`src/rtl/iso_i2c_pkg.sv`:
```
package iso_i2c_pkg;

   localparam int BYTE_W = 8;
   localparam int DEV_W  = 7;

   typedef enum logic [3:0] {
      ST_IDLE,
      ST_ADDR,
      ST_ADDR_ACK,
      ST_CMD,
      ST_CMD_ACK,
      ST_WR,
      ST_WR_ACK,
      ST_RD,
      ST_RD_ACK
   } link_state_t;

endpackage

```
`src/rtl/iso_i2c_sync.sv`:
```
module iso_i2c_sync #(
   parameter int   WIDTH   = 2,
   parameter int   STAGES  = 2,
   parameter logic RST_VAL = 1'b1
) (
   input  logic             clk,
   input  logic             rst_n,
   input  logic [WIDTH-1:0] d_async,
   output logic [WIDTH-1:0] d_sync
);

   generate
      if (STAGES < 2) begin : g_bad_stages
         $error("iso_i2c_sync: STAGES must be at least 2");
      end
      if (WIDTH < 1) begin : g_bad_width
         $error("iso_i2c_sync: WIDTH must be at least 1");
      end
   endgenerate

   for (genvar gi = 0; gi < WIDTH; gi++) begin : g_bit
      logic [STAGES-1:0] chain;
      always_ff @(posedge clk) begin
         if (!rst_n) chain <= {STAGES{RST_VAL}};
         else        chain <= {chain[STAGES-2:0], d_async[gi]};
      end
      assign d_sync[gi] = chain[STAGES-1];
   end

endmodule

```
`src/rtl/iso_i2c_cond.sv`:
```
module iso_i2c_cond (
   input  logic clk,
   input  logic rst_n,
   input  logic scl_s,
   input  logic sda_s,
   output logic scl_rise,
   output logic scl_fall,
   output logic start_det,
   output logic stop_det
);

   logic scl_p, sda_p;

   always_ff @(posedge clk) begin
      if (!rst_n) begin
         scl_p <= 1'b1;
         sda_p <= 1'b1;
      end else begin
         scl_p <= scl_s;
         sda_p <= sda_s;
      end
   end

   assign scl_rise  =  scl_s & ~scl_p;
   assign scl_fall  = ~scl_s &  scl_p;
   assign start_det =  scl_s &  scl_p &  sda_p & ~sda_s;
   assign stop_det  =  scl_s &  scl_p & ~sda_p &  sda_s;

endmodule

```
`src/rtl/iso_i2c_engine.sv`:
```
module iso_i2c_engine
   import iso_i2c_pkg::*;
#(
   parameter int             AW          = 8,
   parameter logic [AW-1:0]  STATUS_ADDR = AW'(8'h11)
) (
   input  logic              clk,
   input  logic              rst_n,
   input  logic              scl_rise,
   input  logic              scl_fall,
   input  logic              start_det,
   input  logic              stop_det,
   input  logic              sda_s,
   input  logic [DEV_W-1:0]  dev_addr,
   input  logic [BYTE_W-1:0] status_byte,
   output logic              sda_drive_low,
   output logic [AW-1:0]     reg_addr,
   output logic [BYTE_W-1:0] reg_wdata,
   output logic              reg_wr,
   output logic              reg_rd,
   input  logic [BYTE_W-1:0] reg_rdata
);

   generate
      if (AW < 1 || AW > BYTE_W) begin : g_bad_aw
         $error("iso_i2c_engine: AW must lie in 1..8");
      end
   endgenerate

   link_state_t       state;
   logic [2:0]        bitcnt;
   logic [BYTE_W-1:0] shreg, txbuf, txsh, wdata_q;
   logic [BYTE_W-1:0] newbyte;
   logic [AW-1:0]     ptr;
   logic              byte_full, addr_ok, is_read, mack;
   logic              wr_q, rd_q, drv;

   assign newbyte       = {shreg[BYTE_W-2:0], sda_s};
   assign reg_addr      = ptr;
   assign reg_wdata     = wdata_q;
   assign reg_rd        = rd_q;
   assign reg_wr        = wr_q && (ptr != STATUS_ADDR);
   assign sda_drive_low = drv;

   always_ff @(posedge clk) begin
      if (!rst_n) begin
         state     <= ST_IDLE;
         bitcnt    <= '0;
         shreg     <= '0;
         txbuf     <= '0;
         txsh      <= '0;
         wdata_q   <= '0;
         ptr       <= '0;
         byte_full <= 1'b0;
         addr_ok   <= 1'b0;
         is_read   <= 1'b0;
         mack      <= 1'b0;
         wr_q      <= 1'b0;
         rd_q      <= 1'b0;
         drv       <= 1'b0;
      end else begin
         wr_q <= 1'b0;
         rd_q <= 1'b0;
         if (rd_q) txbuf <= (ptr == STATUS_ADDR) ? status_byte : reg_rdata;
         if (rd_q || wr_q) ptr <= ptr + 1'b1;

         if (start_det) begin
            state     <= ST_ADDR;
            bitcnt    <= '0;
            byte_full <= 1'b0;
            drv       <= 1'b0;
         end else if (stop_det) begin
            state     <= ST_IDLE;
            bitcnt    <= '0;
            byte_full <= 1'b0;
            drv       <= 1'b0;
         end else begin
            unique case (state)
               ST_ADDR, ST_CMD, ST_WR: begin
                  if (scl_rise && !byte_full) begin
                     shreg  <= newbyte;
                     bitcnt <= 3'(bitcnt + 1'b1);
                     if (bitcnt == 3'd7) begin
                        byte_full <= 1'b1;
                        case (state)
                           ST_ADDR: begin
                              addr_ok <= (newbyte[BYTE_W-1:1] == dev_addr);
                              is_read <= newbyte[0];
                              if ((newbyte[BYTE_W-1:1] == dev_addr) && newbyte[0])
                                 rd_q <= 1'b1;
                           end
                           ST_CMD: ptr <= newbyte[AW-1:0];
                           ST_WR: begin
                              wdata_q <= newbyte;
                              wr_q    <= 1'b1;
                           end
                           default: ;
                        endcase
                     end
                  end else if (scl_fall && byte_full) begin
                     byte_full <= 1'b0;
                     if (state == ST_ADDR && !addr_ok) begin
                        state <= ST_IDLE;
                     end else begin
                        drv <= 1'b1;
                        case (state)
                           ST_ADDR: state <= ST_ADDR_ACK;
                           ST_CMD:  state <= ST_CMD_ACK;
                           default: state <= ST_WR_ACK;
                        endcase
                     end
                  end
               end
               ST_ADDR_ACK: begin
                  if (scl_fall) begin
                     bitcnt <= '0;
                     if (is_read) begin
                        drv    <= ~txbuf[BYTE_W-1];
                        txsh   <= {txbuf[BYTE_W-2:0], 1'b1};
                        bitcnt <= 3'd1;
                        state  <= ST_RD;
                     end else begin
                        drv   <= 1'b0;
                        state <= ST_CMD;
                     end
                  end
               end
               ST_CMD_ACK, ST_WR_ACK: begin
                  if (scl_fall) begin
                     drv    <= 1'b0;
                     bitcnt <= '0;
                     state  <= ST_WR;
                  end
               end
               ST_RD: begin
                  if (scl_fall) begin
                     if (bitcnt == 3'd0) begin
                        drv   <= 1'b0;
                        state <= ST_RD_ACK;
                     end else begin
                        drv    <= ~txsh[BYTE_W-1];
                        txsh   <= {txsh[BYTE_W-2:0], 1'b1};
                        bitcnt <= 3'(bitcnt + 1'b1);
                     end
                  end
               end
               ST_RD_ACK: begin
                  if (scl_rise) begin
                     mack <= ~sda_s;
                     if (!sda_s) rd_q <= 1'b1;
                  end else if (scl_fall) begin
                     if (mack) begin
                        drv    <= ~txbuf[BYTE_W-1];
                        txsh   <= {txbuf[BYTE_W-2:0], 1'b1};
                        bitcnt <= 3'd1;
                        state  <= ST_RD;
                     end else begin
                        drv   <= 1'b0;
                        state <= ST_IDLE;
                     end
                  end
               end
               default: ;
            endcase
         end
      end
   end

   // the two strobes are mutually exclusive
   assert_strobe_excl_R11: assert property (@(posedge clk) disable iff (!rst_n)
      !(reg_wr && reg_rd));

   // a write strobe lasts one cycle
   assert_wr_single_R5: assert property (@(posedge clk) disable iff (!rst_n)
      reg_wr |=> !reg_wr);

   // the pointer steps by one after each fetch
   assert_rd_step_R6: assert property (@(posedge clk) disable iff (!rst_n)
      reg_rd |=> (reg_addr == $past(reg_addr) + 1'b1));

   // the output pin moves only on an SCL fall or a bus condition
   assert_drive_on_fall_R2: assert property (@(posedge clk) disable iff (!rst_n)
      !$stable(sda_drive_low) |-> $past(scl_fall || start_det || stop_det));

   // a STOP releases the output pin
   assert_stop_release_R1: assert property (@(posedge clk) disable iff (!rst_n)
      stop_det |=> !sda_drive_low);

   // a repeated START leaves the pointer alone
   assert_rstart_keep_R8: assert property (@(posedge clk) disable iff (!rst_n)
      (start_det && !rd_q && !wr_q) |=> $stable(reg_addr));

endmodule

```
`src/rtl/iso_i2c_regslave.sv`:
```
module iso_i2c_regslave
   import iso_i2c_pkg::*;
#(
   parameter int               PIN_W         = 4,
   parameter logic [DEV_W-1:0] DEV_ADDR_BASE = 7'b101_0000,
   parameter int               SYNC_STAGES   = 2,
   parameter logic [7:0]       STATUS_ADDR   = 8'h11
) (
   input  logic             clk,
   input  logic             rst_n,
   input  logic             scl_i,
   input  logic             sda_i,
   output logic             sda_drive_low,
   input  logic [PIN_W-1:0] addr_pins,
   output logic [7:0]       reg_addr,
   output logic [7:0]       reg_wdata,
   output logic             reg_wr,
   output logic             reg_rd,
   input  logic [7:0]       reg_rdata
);

   localparam int HI_W = DEV_W - PIN_W;

   generate
      if (PIN_W < 1 || PIN_W > DEV_W - 1) begin : g_bad_pins
         $error("iso_i2c_regslave: PIN_W must lie in 1..6");
      end
   endgenerate

   logic [PIN_W-1:0]  pins_q;
   logic [1:0]        bus_s;
   logic              scl_rise, scl_fall, start_det, stop_det;
   logic [DEV_W-1:0]  dev_addr;
   logic [BYTE_W-1:0] status_byte;

   always_ff @(posedge clk) begin
      if (!rst_n) pins_q <= addr_pins;
   end

   assign dev_addr    = {DEV_ADDR_BASE[DEV_W-1 -: HI_W], pins_q};
   assign status_byte = BYTE_W'(pins_q);

   iso_i2c_sync #(.WIDTH(2), .STAGES(SYNC_STAGES), .RST_VAL(1'b1)) u_sync (
      .clk     (clk),
      .rst_n   (rst_n),
      .d_async ({scl_i, sda_i}),
      .d_sync  (bus_s)
   );

   iso_i2c_cond u_cond (
      .clk       (clk),
      .rst_n     (rst_n),
      .scl_s     (bus_s[1]),
      .sda_s     (bus_s[0]),
      .scl_rise  (scl_rise),
      .scl_fall  (scl_fall),
      .start_det (start_det),
      .stop_det  (stop_det)
   );

   iso_i2c_engine #(.AW(8), .STATUS_ADDR(STATUS_ADDR)) u_engine (
      .clk           (clk),
      .rst_n         (rst_n),
      .scl_rise      (scl_rise),
      .scl_fall      (scl_fall),
      .start_det     (start_det),
      .stop_det      (stop_det),
      .sda_s         (bus_s[0]),
      .dev_addr      (dev_addr),
      .status_byte   (status_byte),
      .sda_drive_low (sda_drive_low),
      .reg_addr      (reg_addr),
      .reg_wdata     (reg_wdata),
      .reg_wr        (reg_wr),
      .reg_rd        (reg_rd),
      .reg_rdata     (reg_rdata)
   );

   // captured pins hold steady outside reset
   assert_pins_hold_R3: assert property (@(posedge clk) disable iff (!rst_n)
      $stable(pins_q));

endmodule

```
`config.mk`:
```
export PLATFORM = sky130hd
export DESIGN_NAME = iso_i2c_regslave
export DESIGN_NICKNAME = d
export VERILOG_FILES = /design/src/rtl/iso_i2c_pkg.sv /design/src/rtl/iso_i2c_sync.sv /design/src/rtl/iso_i2c_cond.sv /design/src/rtl/iso_i2c_engine.sv /design/src/rtl/iso_i2c_regslave.sv
export SDC_FILE = /design/constraint.sdc
export NUM_CORES = 1
export LEC_CHECK = 0
export BUFFER_PORTS_ARGS = -buffer_cell sky130_fd_sc_hd__buf_4
export CAP_MARGIN = 20
export CORE_MARGIN = 8
export CORE_UTILIZATION = 55
export DETAILED_ROUTE_END_ITERATION = 16
export HOLD_SLACK_MARGIN = 0.02
export PLACE_DENSITY = 0.84
export RECOVER_POWER = 100
export SYNTH_ARGS = -nofsm -noshare
export SYNTH_HDL_FRONTEND = slang
export SYNTH_SLANG_ARGS = --single-unit
export TNS_END_PERCENT = 100
```
`constraint.sdc`:
```
create_clock -name clk -period 6.5 [get_ports clk]
set_input_delay 0.325 -clock clk [delete_from_list [all_inputs] [get_ports clk]]
set_output_delay 0.325 -clock clk [all_outputs]
set_load 0.01 [all_outputs]
```
Word level (Yosys, flattened, before mapping)
Index checks and enable logic that the tools add are counted.
{"block": "totals", "elab_cells": 166, "ff_bits": 63, "input_bits": 16, "out_inout_bits": 19}
{"block": "classes", "muxes": 64, "addsub": 2, "reduce_logical": 27, "eq_ne": 34, "bitwise": 19}
{"op": "8-bit 2-to-1 mux", "n": 15}
{"op": "4-bit 2-to-1 mux", "n": 9}
{"op": "9-bit AND reduction", "n": 4}
{"op": "3-bit 2-to-1 mux", "n": 10}
{"op": "1-bit 2-to-1 mux", "n": 24}
{"op": "4-bit by 3-bit inequality test with 1-bit output, second input constant", "n": 6}
{"op": "8-bit one-hot mux with 3 select lines", "n": 1}
{"op": "4-bit one-hot mux with 5 select lines", "n": 1}
{"op": "2-bit by 1-bit inequality test with 1-bit output, second input constant", "n": 9}
{"op": "4-bit by 3-bit == test with 1-bit output, second input constant", "n": 4}
{"op": "3-bit one-hot mux with 5 select lines", "n": 1}
{"op": "1-bit inverter", "n": 12}
{"op": "6-bit AND reduction", "n": 2}
{"op": "2-bit inequality test, second input constant", "n": 5}
{"op": "10-bit AND reduction", "n": 1}
{"op": "8-bit by 1-bit adder with 8-bit output, second input constant", "n": 1}
{"op": "4-bit by 2-bit == test with 1-bit output, second input constant", "n": 2}
{"op": "8-bit by 5-bit == test with 1-bit output, second input constant", "n": 1}
{"op": "4-bit inequality test, second input constant", "n": 2}
{"op": "8-bit by 5-bit inequality test with 1-bit output, second input constant", "n": 1}
{"op": "4-bit AND reduction", "n": 2}
{"op": "1-bit AND", "n": 7}
{"op": "7-bit == test", "n": 1}
{"op": "7-bit nonzero test", "n": 1}
{"op": "18 further kinds", "n": 24}

Longest topological paths before layout
{"block": "depth", "depth_word": 8, "depth_mapped": 8, "ltp_nobuf": 7}

Cells and area by module
A second synthesis with hierarchy kept.
{"block": "hier_totals", "cells_unflattened": 324, "area_unflattened_um2": 3083.0}
{"mod": "iso_i2c_engine", "seq_area_each_um2": 1061.0, "instances": 1, "cells_each": 299, "area_each_um2": 2746.4}
{"mod": "iso_i2c_regslave", "seq_area_each_um2": 120.1, "instances": 1, "cells_each": 7, "area_each_um2": 131.4}
{"mod": "iso_i2c_sync", "seq_area_each_um2": 80.1, "instances": 1, "cells_each": 10, "area_each_um2": 120.1}
{"mod": "iso_i2c_cond", "seq_area_each_um2": 40.0, "instances": 1, "cells_each": 8, "area_each_um2": 85.1}

Least setup slack after synthesis
Ideal clock, no wire load.
{"block": "synth_path", "path_kind": "register to register", "from": "reg u_engine.state[1]", "to": "reg u_engine.bitcnt[2]", "stages_incl_launch_ff": 9, "arrival_ns": 2.010, "setup_time_ns": 0.071, "n_path_buf": 3, "setup_slack_ns": 4.419, "synth_period_minus_slack_ns": 2.081, "cell_sequence": "dfxtp_1 buf_6 or4b_4 buf_6 o22ai_4 a21oi_2 buf_6 or4b_1 a21oi_1"}
{"block": "synth_between", "elab_chain_cells": 4}
{"element": "from (decl)", "line": "iso_i2c_engine.sv:30", "text": "link_state_t state;"}
{"element": "from (signal assigned)", "line": "iso_i2c_engine.sv:47", "text": "state <= ST_IDLE;"}
{"element": "from (signal assigned)", "line": "iso_i2c_engine.sv:68", "text": "state <= ST_ADDR;"}
{"element": "from (signal assigned)", "line": "iso_i2c_engine.sv:73", "text": "state <= ST_IDLE;"}
{"element": "4-bit by 3-bit == test with 1-bit output, or another cell as far along", "line": "iso_i2c_engine.sv:78", "text": "unique case (state)"}
{"element": "3-bit OR reduction / 2-bit OR reduction (equally long branches)", "line": "iso_i2c_engine.sv:78"}
{"element": "5-bit nonzero test (no line) / 2-bit by 1-bit inequality test with 1-bit output (equally long branches)"}
{"element": "9-bit AND reduction (no line)"}
{"element": "to (signal assigned)", "line": "iso_i2c_engine.sv:82", "text": "bitcnt <= 3'(bitcnt + 1'b1);"}
{"element": "to (signal assigned)", "line": "iso_i2c_engine.sv:143", "text": "bitcnt <= 3'(bitcnt + 1'b1);"}
{"element": "to (decl)", "line": "iso_i2c_engine.sv:31", "text": "logic [2:0] bitcnt;"}
Parallel ways exist; a longest one is shown, timed or not.
A chain may end at the register's enable or synchronous reset.

Worst setup path in the final report
{"block": "layout_path", "from": "reg u_engine.state[1]", "to": "reg u_engine.txsh[4]"}
{"block": "layout_between", "elab_chain_cells": 3}
{"element": "4-bit by 2-bit == test with 1-bit output, or another cell as far along", "line": "iso_i2c_engine.sv:78"}
{"element": "2-bit by 1-bit inequality test with 1-bit output (no line), or another cell as far along"}
{"element": "10-bit AND reduction (no line)"}
{"element": "to (signal assigned)", "line": "iso_i2c_engine.sv:119", "text": "txsh <= {txbuf[BYTE_W-2:0], 1'b1};"}
{"element": "to (signal assigned)", "line": "iso_i2c_engine.sv:142", "text": "txsh <= {txsh[BYTE_W-2:0], 1'b1};"}
{"element": "to (signal assigned)", "line": "iso_i2c_engine.sv:154", "text": "txsh <= {txbuf[BYTE_W-2:0], 1'b1};"}
{"element": "to (decl)", "line": "iso_i2c_engine.sv:32", "text": "logic [BYTE_W-1:0] shreg, txbuf, txsh, wdata_q;"}
Parallel ways exist; a longest one is shown, timed or not.

==> results.toml <==
[timing]
timing.hold.ws_ns = 0.168
max_slew.worst_pin.slew_ns = 1.58
fin_crit_ns = 3.23
min_period_over_period = 0.498
fin_setup_tns_ns = 0
relSlewSlack = -0.0548
hold_viol = 0
rsz0062_at_grt = "false"
fin_skew_ns = 0.00744
final_max_slew_viol_count = 53
setup_viol = 0
clock.fmax_ghz = 0.309

[placed_design]
dpl.hpwl_um = 4710
place.gp.congestion = 0.833
io_buffers = 34
dp.cells = 426

[clocking]
cts_buffer_depth = 2
htreeDepth = 3
cts_num_sinks = 63
clk-insertion-delay-late_ns = 0.34
clk_pin_slew_ns = 0.07
cts_resized = 0
numCtsBuffers = 9
post_cts_buffers = 0
cts-root-buf = "clkbuf_8"
cts_tree = "done"
ctsHoldBuffers = 0

[route]
wire_per_inst_um = 14.9
drt_iter0_drc = 197
dr.pass1.iters = 4
viasPerCell = 5.60
route.antenna.remaining_nets = 0
drt_wl_total_um = 6580
vias = 2468
drc = 0

[yosys]
syn-num-nets = 360
syn_inst = 339
seq_area_frac_synth = 0.435
synth_top_cell_area_share = 0.395
synth-async-reset-ratio = 0
synth_top_area_cell = "dfxtp_1"
syn_area_per_cell_um2 = 8.82
synth_edf_count = 4
synth_ff_type = "dfxtp_1"
syn-cell-area_mm2 = 0.00299
synth_area_leaders = "dfxtp_1 40%, mux2i_1 8.7%, nor2_1 6.0%"
synth_cell_type_count = 47
ys_seq_elements = 63
synth_warnings = 0

[run_status]
status = "complete, but fails checks"
violations = "max-capacitance violations, max-slew violations"

[global_routing]
grt_pass1_vias = 2425
grtUsageTotal = 0.167
grt_max_degree = 37
grt_overflow_total = 0
antenna_found_initial = 0
grt_pass1_wl_um = 11300

[floorplanning]
dieHeight_um = 89.7
die_width_um = 89.7
io_pins = 35
die_area_mm2 = 0.00805
row_count = 27
core_mm2 = 0.00537
initial_core_util = 0.556

[setup_path]
cpPeakStageDelay_ns = 1.30
worstSetupPathType = "reg2reg"
critPathTopFamily = "compound AO/OA/AOI/OAI gates"
end_kind = "register"
crit_path_top_delay_cell = "a211oi_1"
crit_chain = "and4b_1 -> o21ai_0 -> a211oi_1 -> nor2_1 -> a311oi_1"
path_buf_inv = 0
crit_fanout = 18
r2r_slack_ns = 3.27
arrival_ns = 3.46
cp-start-kind = "register"
critPathRequiredTime_ns = 6.73

[cells_and_area]
syn2layout_area_growth_pct = 11.2
final_common_cell = "dfxtp_1"
layout.nets = 386
diodes = 0
fin_cells = 441
final_layout_size_suffix_gt1_frac = 0.0813
layout_common_cells = "59 x dfxtp_1, 48 x nor2_1, 26 x mux2i_1"

[pwr]
leakagePower_nw = 1.23
power_density_mw_per_mm2 = 234
p_total_w = 0.000778
vdd_drop_max_mv = 0.177

[min_path]
hp-class = "in2reg"

[job]
cap_violations = 2
## layout make-up
| class | instances | area, um^2 |
|---|---|---|
| fillers | 462 | 2050 |
| multi-input cells | 246 | 1540 |
| flip-flops and latches | 63 | 1300 |
| repair buffers | 36 | 188 |
| clock buffers | 12 | 155 |
| well taps | 72 | 90.1 |
| inverters | 9 | 33.8 |
| clock inverters | 3 | 18.8 |
## final timing paths
path	from	end	cells after the start
worst min-delay path	sda_i	u_sync.g_bit[0].chain[0]	2
worst max-delay path	u_engine.state[1]	u_engine.txsh[4]	5
worst max register to register	u_engine.state[1]	u_engine.txsh[4]	5
worst min register to register	u_sync.g_bit[1].chain[0]	u_sync.g_bit[1].chain[1]	1
## cell usage after synthesis (3+ instances only)
library cell  instances
nor2_1               48
xnor2_1               7
a311oi_1              8
nor2b_1               3
o21ai_0              17
dfxtp_1              59
a21oi_1              23
clkbuf_1             15
xor2_1                4
ha_1                  5
edfxtp_1              4
and2_1                3
o21ai_1               3
nand2b_1             15
nor3b_1               4
nor3_1                4
nand3_1              11
inv_1                 9
nand2_1              25
buf_6                 3
a211oi_1              7
or3_1                 6
mux2i_1              26
## power breakdown
group	internal [W]	leakage (nW)	switching, W
Combinational	0.0000298	0.620	0.0000379
Clock	0.000156	0.0922	0.000141
Sequential	0.000398	0.516	0.0000145
Total	0.000584	1.23	0.000194
## kinds of logic after synthesis
family | synth area share
simple gates | 0.217
mux | 0.0871
compound gates | 0.162
buf+inv | 0.0460
xor+xnor | 0.0322
flops | 0.435
fa+ha+maj | 0.0209
## per-layer routing
metal | track usage | routed length [um] | part of all wire
met3 | 0.0357 | 266 | 0.040
met5 | 0 | 0 | 0
met1 | 0.210 | 3050 | 0.46
met2 | 0.265 | 3200 | 0.49
met4 | 0.0818 | 68 | 0.010
## flip-flops by register name, summed over array words and instances, names as in the netlist
name                    count
u_engine.bitcnt             3
u_engine.mack               1
u_engine.reg_addr           8
u_sync.g_bit.chain          4
u_engine.byte_full          1
u_engine.is_read            1
u_engine.txsh               8
pins_q                      4
u_engine.wr_q               1
u_engine.reg_wdata          8
u_engine.state              4
u_engine.reg_rd             1
u_engine.sda_drive_low      1
u_cond.scl_p                1
u_cond.sda_p                1
u_engine.shreg              7
u_engine.txbuf              8
u_engine.addr_ok            1
## through the flow
stage / utilization / setup slack, ns / cell area [um^2]
after floorplan: - / 4.42 / 2990
after global placement: 0.604 / 4.08 / 3250
after detailed placement: 0.604 / 3.93 / 3250
after CTS: 0.637 / 3.89 / 3420
after global routing: 0.619 / 2.84 / 3320
final: 0.619 / 3.27 / 3320
Note: power is estimated with default switching activity, not from simulation.
